===== config.mk =====
export PLATFORM = sky130hd
export DESIGN_NAME = pwm5_mod
export DESIGN_NICKNAME = d
export VERILOG_FILES = /design/src/rtl/pwm5_pkg.sv /design/src/rtl/pwm5_carrier.sv /design/src/rtl/pwm5_shift.sv /design/src/rtl/pwm5_level.sv /design/src/rtl/pwm5_gate.sv /design/src/rtl/pwm5_mod.sv
export SDC_FILE = /design/constraint.sdc
export NUM_CORES = 1
export LEC_CHECK = 0
export CORE_MARGIN = 2
export CORE_UTILIZATION = 45
export CTS_CLUSTER_SIZE = 8
export DETAILED_ROUTE_END_ITERATION = 8
export DONT_BUFFER_PORTS = 1
export GPL_ROUTABILITY_DRIVEN = 0
export SKIP_LAST_GASP = 1
export SLEW_MARGIN = 10
export SYNTH_ARGS = -nofsm -noshare
export SYNTH_HDL_FRONTEND = slang
export SYNTH_SLANG_ARGS = --single-unit

===== constraint.sdc =====
create_clock -name clk -period 9.8 [get_ports clk]
set_input_delay 1.47 -clock clk [delete_from_list [all_inputs] [get_ports clk]]
set_output_delay 1.47 -clock clk [all_outputs]
set_load 0.02 [all_outputs]

===== src/rtl/pwm5_pkg.sv =====
// Shared types, counts and the level-to-gate encoding of the five-level modulator.
// Assumes three phases, four inverter legs and two midpoint switches per phase.
package pwm5_pkg;

    localparam int PHASES = 3;
    localparam int LEGS   = 4;
    localparam int BIDIRS = 2;
    localparam int GATE_W = LEGS + BIDIRS;

    // signed level, -2..+2
    typedef logic signed [2:0] lvl_t;

    localparam lvl_t LVL_HI = 3'sd2;
    localparam lvl_t LVL_LO = -3'sd2;

    // Gate word: [0] inv1, [1] inv2, [2] inv3, [3] inv4, [5:4] midpoint switches.
    // Redundant states chosen so inv2/inv3 and the switches act only at the outer levels.
    function automatic logic [GATE_W-1:0] level_gates(input lvl_t l);
        logic [GATE_W-1:0] g;
        case (l)
            3'b010:  g = 6'b11_0011;
            3'b001:  g = 6'b00_0001;
            3'b000:  g = 6'b00_0000;
            3'b111:  g = 6'b00_1000;
            3'b110:  g = 6'b11_1100;
            default: g = 6'b00_0000;
        endcase
        return g;
    endfunction

endpackage


===== src/rtl/pwm5_carrier.sv =====
// Shared triangular carrier: an up/down counter from 0 to all-ones, stepped once
// every TICK_DIV clocks. It flags the clock just before each turn (peak or valley).
// Assumes CNT_W >= 1 and TICK_DIV >= 1.
module pwm5_carrier #(
    parameter int CNT_W    = 10,
    parameter int TICK_DIV = 1
) (
    input  logic             clk,
    input  logic             rst_n,
    output logic [CNT_W-1:0] cnt,
    output logic             smp
);

    localparam int               PRE_W    = (TICK_DIV > 1) ? $clog2(TICK_DIV) : 1;
    localparam logic [PRE_W-1:0] PRE_LAST = PRE_W'(TICK_DIV - 1);
    localparam logic [CNT_W-1:0] TOP      = '1;

    logic [PRE_W-1:0] pre;
    logic             up;
    logic             tick;
    logic             at_end;

    // step enable and turn detection
    assign tick   = (pre == PRE_LAST);
    assign at_end = up ? (cnt == TOP) : (cnt == '0);
    assign smp    = tick & at_end;

    // prescaler and triangle counter
    always_ff @(posedge clk) begin
        if (!rst_n) begin
            pre <= '0;
            cnt <= '0;
            up  <= 1'b1;
        end else if (tick) begin
            pre <= '0;
            if (up) begin
                if (cnt == TOP) begin
                    up  <= 1'b0;
                    cnt <= cnt - 1'b1;
                end else begin
                    cnt <= cnt + 1'b1;
                end
            end else begin
                if (cnt == '0) begin
                    up  <= 1'b1;
                    cnt <= cnt + 1'b1;
                end else begin
                    cnt <= cnt - 1'b1;
                end
            end
        end else begin
            pre <= pre + 1'b1;
        end
    end

    AST_CNT_STEP: assert property (@(posedge clk) disable iff (!rst_n)
        (cnt != $past(cnt)) |-> (({1'b0, cnt} == {1'b0, $past(cnt)} + (CNT_W+1)'(1)) ||
                                 ({1'b0, $past(cnt)} == {1'b0, cnt} + (CNT_W+1)'(1))));

    AST_SMP_AT_END: assert property (@(posedge clk) disable iff (!rst_n)
        smp |-> ((cnt == '0) || (cnt == TOP)));

    AST_SMP_SINGLE: assert property (@(posedge clk) disable iff (!rst_n)
        smp |=> !smp);

endmodule


===== src/rtl/pwm5_shift.sv =====
// Min-max offset injection: subtracts floor((max+min)/2) from every phase reference
// and holds the result between carrier turns. Assumes REF_W >= 3.
module pwm5_shift import pwm5_pkg::*; #(
    parameter int REF_W = 12
) (
    input  logic                          clk,
    input  logic                          rst_n,
    input  logic [PHASES-1:0][REF_W-1:0]  ref_in,
    input  logic                          smp,
    output logic [PHASES-1:0][REF_W:0]    sref
);

    localparam int SW = REF_W + 1;
    localparam logic signed [SW-1:0] LIM = SW'(2 ** (REF_W - 1));

    logic signed [SW-1:0] ext [PHASES];
    logic signed [SW-1:0] nxt [PHASES];
    logic signed [SW-1:0] mx;
    logic signed [SW-1:0] mn;
    logic signed [SW-1:0] sum;
    logic signed [SW-1:0] half;

    // extremes, midpoint and shifted references
    always_comb begin
        for (int p = 0; p < PHASES; p++) begin
            ext[p] = SW'($signed(ref_in[p]));
        end
        mx = ext[0];
        mn = ext[0];
        for (int p = 1; p < PHASES; p++) begin
            if (ext[p] > mx) mx = ext[p];
            if (ext[p] < mn) mn = ext[p];
        end
        sum  = mx + mn;
        half = sum >>> 1;
        for (int p = 0; p < PHASES; p++) begin
            nxt[p] = ext[p] - half;
        end
    end

    // capture at carrier turns only
    always_ff @(posedge clk) begin
        if (!rst_n) begin
            sref <= '0;
        end else if (smp) begin
            for (int p = 0; p < PHASES; p++) begin
                sref[p] <= nxt[p];
            end
        end
    end

    AST_SREF_HOLD: assert property (@(posedge clk) disable iff (!rst_n)
        !$past(smp) |-> $stable(sref));

    generate
        for (genvar p = 0; p < PHASES; p++) begin : g_span
            AST_SREF_SPAN: assert property (@(posedge clk) disable iff (!rst_n)
                ($signed(sref[p]) <= LIM) && ($signed(sref[p]) >= -LIM));
        end
    endgenerate

endmodule


===== src/rtl/pwm5_level.sv =====
// One phase of the stacked-carrier comparator. Four carriers share the counter,
// offset by a quarter of full scale each. The level output steps at most once per
// clock toward the comparison result. Assumes REF_W >= 3.
module pwm5_level import pwm5_pkg::*; #(
    parameter int REF_W = 12
) (
    input  logic                 clk,
    input  logic                 rst_n,
    input  logic [REF_W-3:0]     cnt,
    input  logic [REF_W:0]       sref,
    output lvl_t                 lvl
);

    localparam int CNT_W = REF_W - 2;
    localparam int SW    = REF_W + 1;
    localparam int Q     = 2 ** CNT_W;

    logic signed [SW-1:0] cnt_s;
    logic [LEGS-1:0]      above;
    logic [2:0]           n_above;
    logic signed [3:0]    raw4;
    lvl_t                 raw;

    assign cnt_s = $signed({{(SW-CNT_W){1'b0}}, cnt});

    // one comparator per stacked carrier
    generate
        for (genvar k = 0; k < LEGS; k++) begin : g_car
            localparam logic signed [SW-1:0] BASE = SW'((k - 2) * Q);
            assign above[k] = ($signed(sref) > (BASE + cnt_s));
        end
    endgenerate

    // target level from the number of carriers beaten
    always_comb begin
        n_above = 3'd0;
        for (int k = 0; k < LEGS; k++) begin
            n_above = n_above + {2'b00, above[k]};
        end
        raw4 = $signed({1'b0, n_above}) - 4'sd2;
        raw  = raw4[2:0];
    end

    // slew-limited level register
    always_ff @(posedge clk) begin
        if (!rst_n) begin
            lvl <= '0;
        end else if (raw > lvl) begin
            lvl <= lvl + 3'sd1;
        end else if (raw < lvl) begin
            lvl <= lvl - 3'sd1;
        end
    end

    AST_LVL_RANGE: assert property (@(posedge clk) disable iff (!rst_n)
        (lvl <= LVL_HI) && (lvl >= LVL_LO));

    AST_LVL_STEP: assert property (@(posedge clk) disable iff (!rst_n)
        (lvl == $past(lvl)) || (lvl == $past(lvl) + 3'sd1) || (lvl == $past(lvl) - 3'sd1));

endmodule


===== src/rtl/pwm5_gate.sv =====
// Registered level-to-gate lookup for all phases. Assumes the levels arrive already
// limited to -2..+2.
module pwm5_gate import pwm5_pkg::*; (
    input  logic                          clk,
    input  logic                          rst_n,
    input  logic [PHASES-1:0][2:0]        lvl,
    output logic [PHASES-1:0][GATE_W-1:0] gate
);

    // table lookup, one clock after the level
    always_ff @(posedge clk) begin
        if (!rst_n) begin
            gate <= '0;
        end else begin
            for (int p = 0; p < PHASES; p++) begin
                gate[p] <= level_gates(lvl_t'(lvl[p]));
            end
        end
    end

    generate
        for (genvar p = 0; p < PHASES; p++) begin : g_chk
            AST_BIDIR_IDLE: assert property (@(posedge clk) disable iff (!rst_n)
                (gate[p][5:4] != 2'b00) |-> (($past(lvl[p]) == 3'b010) || ($past(lvl[p]) == 3'b110)));

            AST_LEG_EXCL: assert property (@(posedge clk) disable iff (!rst_n)
                !(gate[p][0] && gate[p][3]));

            AST_ONE_LEG: assert property (@(posedge clk) disable iff (!rst_n)
                $countones(gate[p][3:0] ^ $past(gate[p][3:0])) <= 1);
        end
    endgenerate

endmodule


===== src/rtl/pwm5_mod.sv =====
// Top of the five-level stacked-carrier modulator: shared carrier, offset injection,
// per-phase comparators and the registered gate table. Assumes REF_W >= 3.
module pwm5_mod import pwm5_pkg::*; #(
    parameter int REF_W    = 12,
    parameter int TICK_DIV = 1
) (
    input  logic                    clk,
    input  logic                    rst_n,
    input  logic signed [REF_W-1:0] ref_a,
    input  logic signed [REF_W-1:0] ref_b,
    input  logic signed [REF_W-1:0] ref_c,
    output logic [REF_W-3:0]        car_cnt,
    output logic                    car_smp,
    output logic signed [2:0]       lvl_a,
    output logic signed [2:0]       lvl_b,
    output logic signed [2:0]       lvl_c,
    output logic [5:0]              gate_a,
    output logic [5:0]              gate_b,
    output logic [5:0]              gate_c
);

    localparam int CNT_W = REF_W - 2;

    logic [CNT_W-1:0]               cnt;
    logic                           smp;
    logic [PHASES-1:0][REF_W-1:0]   refs;
    logic [PHASES-1:0][REF_W:0]     sref;
    logic [PHASES-1:0][2:0]         lvl_all;
    logic [PHASES-1:0][GATE_W-1:0]  gates;

    assign refs = {ref_c, ref_b, ref_a};

    pwm5_carrier #(.CNT_W(CNT_W), .TICK_DIV(TICK_DIV)) u_car (
        .clk   (clk),
        .rst_n (rst_n),
        .cnt   (cnt),
        .smp   (smp)
    );

    pwm5_shift #(.REF_W(REF_W)) u_shift (
        .clk    (clk),
        .rst_n  (rst_n),
        .ref_in (refs),
        .smp    (smp),
        .sref   (sref)
    );

    generate
        for (genvar p = 0; p < PHASES; p++) begin : g_ph
            pwm5_level #(.REF_W(REF_W)) u_lvl (
                .clk   (clk),
                .rst_n (rst_n),
                .cnt   (cnt),
                .sref  (sref[p]),
                .lvl   (lvl_all[p])
            );
        end
    endgenerate

    pwm5_gate u_gate (
        .clk   (clk),
        .rst_n (rst_n),
        .lvl   (lvl_all),
        .gate  (gates)
    );

    assign car_cnt = cnt;
    assign car_smp = smp;
    assign lvl_a   = lvl_all[0];
    assign lvl_b   = lvl_all[1];
    assign lvl_c   = lvl_all[2];
    assign gate_a  = gates[0];
    assign gate_b  = gates[1];
    assign gate_c  = gates[2];

endmodule


==> qor.yml <==
critical_path:
  cpMaxStageDelayCell: "nor4_1"
  cpPeakStageDelay_ns: 0.57
  crit_type: "input port to flop"
  crit_path_start_kind: "input port"
  worstPathArrival_ns: 9.21
  cp_num_buf_inv: 3
  cp_max_fo: 9
  end_kind: "flop"
  critPathTopFamily: "compound AO/OA/AOI/OAI gates"
  worstPathRequired_ns: 10.05
layout:
  finalNetCount: 1165
  antenna-diode-count: 0
  instances_no_fill: 1230
  drive_gt1_share_pct: 4.080
  seqCellArea_um2: 1501
  fillers: 1731
  multi_input_area_um2: 5901
  area_growth_pct: 5.828
global_routing:
  antenna_found_initial: 0
  grt_pass1_wl_um: 32770
  gr-total-overflow: 0
  grtUsageTotal_pct: 22.10
  grt_pass1_vias: 6442
  grt_max_degree: 57
timing:
  min_period_over_period_pct: 91.44
  skew_ns: 0.006970
  slew_headroom_pct: 28.97
  finalSetupViolations: 0
  rsz0062_at_grt: "no"
  max_freq_ghz: 0.1116
  fin_crit_ns: 8.961
  whs_ns: 0.4570
  tightest_slew_ns: 1.064
  finalSetupTns_ns: 0
  finalMaxSlewViolations: 0
  fin_ws_ns: 0.8386
  finalHoldViolations: 0
logic_synthesis:
  synth_fp_nets: 1188
  ys_ff_latch: 75
  ys_types: 69
  ys_async_sr_fraction_pct: 0
  yosys-top-cells-area: "dfxtp_1 19%, ha_1 19%, nor2_1 5.1%, a21oi_1 4.9%, xnor2_1 4.1%"
  synth_common_cells: "117 x ha_1, 107 x nor2_1, 80 x inv_1"
  synth-edff-count: 0
  syn_area_per_cell_um2: 7.702
  synth_top_area_share_pct: 19.06
  synthesis.area_um2: 7879
  yosys_warnings: 0
  yosysMostFrequentCell: "ha_1"
  syn_inst: 1023
  synth_largest_area_cell: "dfxtp_1"
  yosysSeqAreaShare_pct: 19.06
  synth-main-ff-cell: "dfxtp_1"
floorplanning:
  initial_core_util_pct: 45.71
  die_height_um: 136.3
  std_cell_rows: 48
  core_area_um2: 17240
  die_area_um2: 18580
  fp.dieW_um: 136.3
  io_pins: 76
route:
  drt_iter0_markers: 328
  via_count: 6941
  firstDrtPassIters: 5
  wl_per_cell_um: 16.42
  routed_wl_um: 20200
  ant_nets: 0
  drc: 0
  avgViaCountPerCell: 5.643
pwr:
  p_seq_share_pct: 15.5
  powerDensity_nw_per_um2: 314.8
  peakVddDrop_mv: 0.1402
  p_clk_share_pct: 12.7
  leakagePower_nw: 3.661
  combinationalPowerShare_pct: 71.8
  power_switching_share_pct: 49.50
  internal_power_mw: 1.325
  p_sw_mw: 1.299
min_path:
  min_path_type: "flop to flop"
outcome:
  outcome: "finished clean"
clocking:
  clock-sinks: 75
  cts_resized: 0
  cts_tree: "built"
  root_buffer: "clkbuf_16"
  cts_buffer_depth: 2
  cts.clk_slew.worst_paths_ns: 0.06
  post_cts_buffers: 0
  clock_latency_ns: 0.34
  cts_buffers: 9
  h-tree-depth: 3
  ctsHoldBuffers: 0
run:
  drv_cap: 0
place:
  port_buffers: 0
  place_hpwl_um: 16370
  dp_slack_ns: 0.4611
  dp.cells: 1214
==> state kept, by name, indices dropped and copies added, names as in the netlist <==
signal          count
u_car.up            1
u_car.pre           1
u_car.cnt          10
u_gate.gate        15
g_ph.u_lvl.lvl      9
u_shift.sref       39
==> worst reg2reg max path: cells and delay by family, from the launching register on <==
| kind | cells | cell delay (ns) |
|---|---|---|
| XOR/XNOR | 1 | 0.14 |
| adder cells (fa/ha/maj) | 6 | 2.03 |
| flip-flops | 1 | 0.53 |
| buffers and inverters | 3 | 0.32 |
| multiplexers | 1 | 0.25 |
| AO/OA/AOI/OAI | 11 | 1.91 |
| AND/OR/NAND/NOR | 6 | 0.58 |
==> path summary, 6_finish.rpt <==
check	depth (start not counted)	slack, ns	from	to
setup / recovery	34	0.84	ref_a[11]	u_shift.sref[22]
hold / removal	2	0.46	u_shift.sref[30]	u_shift.sref[30]
setup reg to reg	28	3.92	u_car.cnt[1]	g_ph[0].u_lvl.lvl[2]
hold reg to reg	2	0.46	u_shift.sref[30]	u_shift.sref[30]
==> per-stage QoR <==
| stage | utilization (%) | total power, mW | instance area [um2] |
|---|---|---|---|
| finish | 48.37 | 2.625 | 8338 |
| global placement | 46.61 | 2.279 | 8034 |
| CTS | 48.36 | 2.624 | 8335 |
| detailed placement | 46.61 | 2.282 | 8034 |
| floorplan | - | 1.911 | 7879 |
| global route | 48.37 | 2.871 | 8338 |
==> metal layers <==
layer  track usage, %  up-vias  wire (um)
met5                0        -          0
met4            6.771        0        444
met3            3.169       22        880
met2            36.60      147       9241
met1            29.65     3157       9636
li1                 -     3615          -
==> kinds of logic after synthesis <==
kind of cell | after synthesis | share of synthesized area [%]
multiplexers | 28 | 3.557
AO/OA/AOI/OAI | 256 | 21.95
adder cells (fa/ha/maj) | 133 | 21.88
XOR/XNOR | 47 | 5.225
buffers and inverters | 121 | 6.162
flip-flops | 75 | 19.06
other | 1 | 0.04760
AND/OR/NAND/NOR | 362 | 22.12
==> power by group through the flow <==
stage	Combinational [mW]	Clock (mW)	Sequential, mW
3_5_place_dp	1.87	0	0.415
6_report	1.88	0.333	0.407
3_3_place_gp	1.86	0	0.415
2_1_floorplan	1.51	0	0.401
5_1_grt	2.10	0.355	0.414
4_1_cts	1.88	0.339	0.408
==> layout make-up <==
type | instances | area share [%]
Multi-Input combinational cell | 827 | 70.77
Sequential cell | 75 | 18.01
Inverter | 80 | 3.601
Tap cell | 225 | 3.376
Clock buffer | 9 | 2.701
Clock inverter | 7 | 0.9154
Timing Repair Buffer | 7 | 0.6303
==> cell usage in the layout, fill, tap and decap left out, types with 12 or more instances in the layout <==
cell type	n
a211oi_1	14
nor2_1	107
dfxtp_1	75
o21ai_0	37
nand4_1	20
a31oi_1	12
ha_1	117
xnor2_1	37
nand3_1	40
inv_1	79
nand2b_1	17
nand2_1	79
nor3_1	33
o21a_1	26
a21o_1	19
nor2b_1	19
mux2i_1	28
a21oi_1	77
No activity file was read; power rests on OpenSTA's default activity.
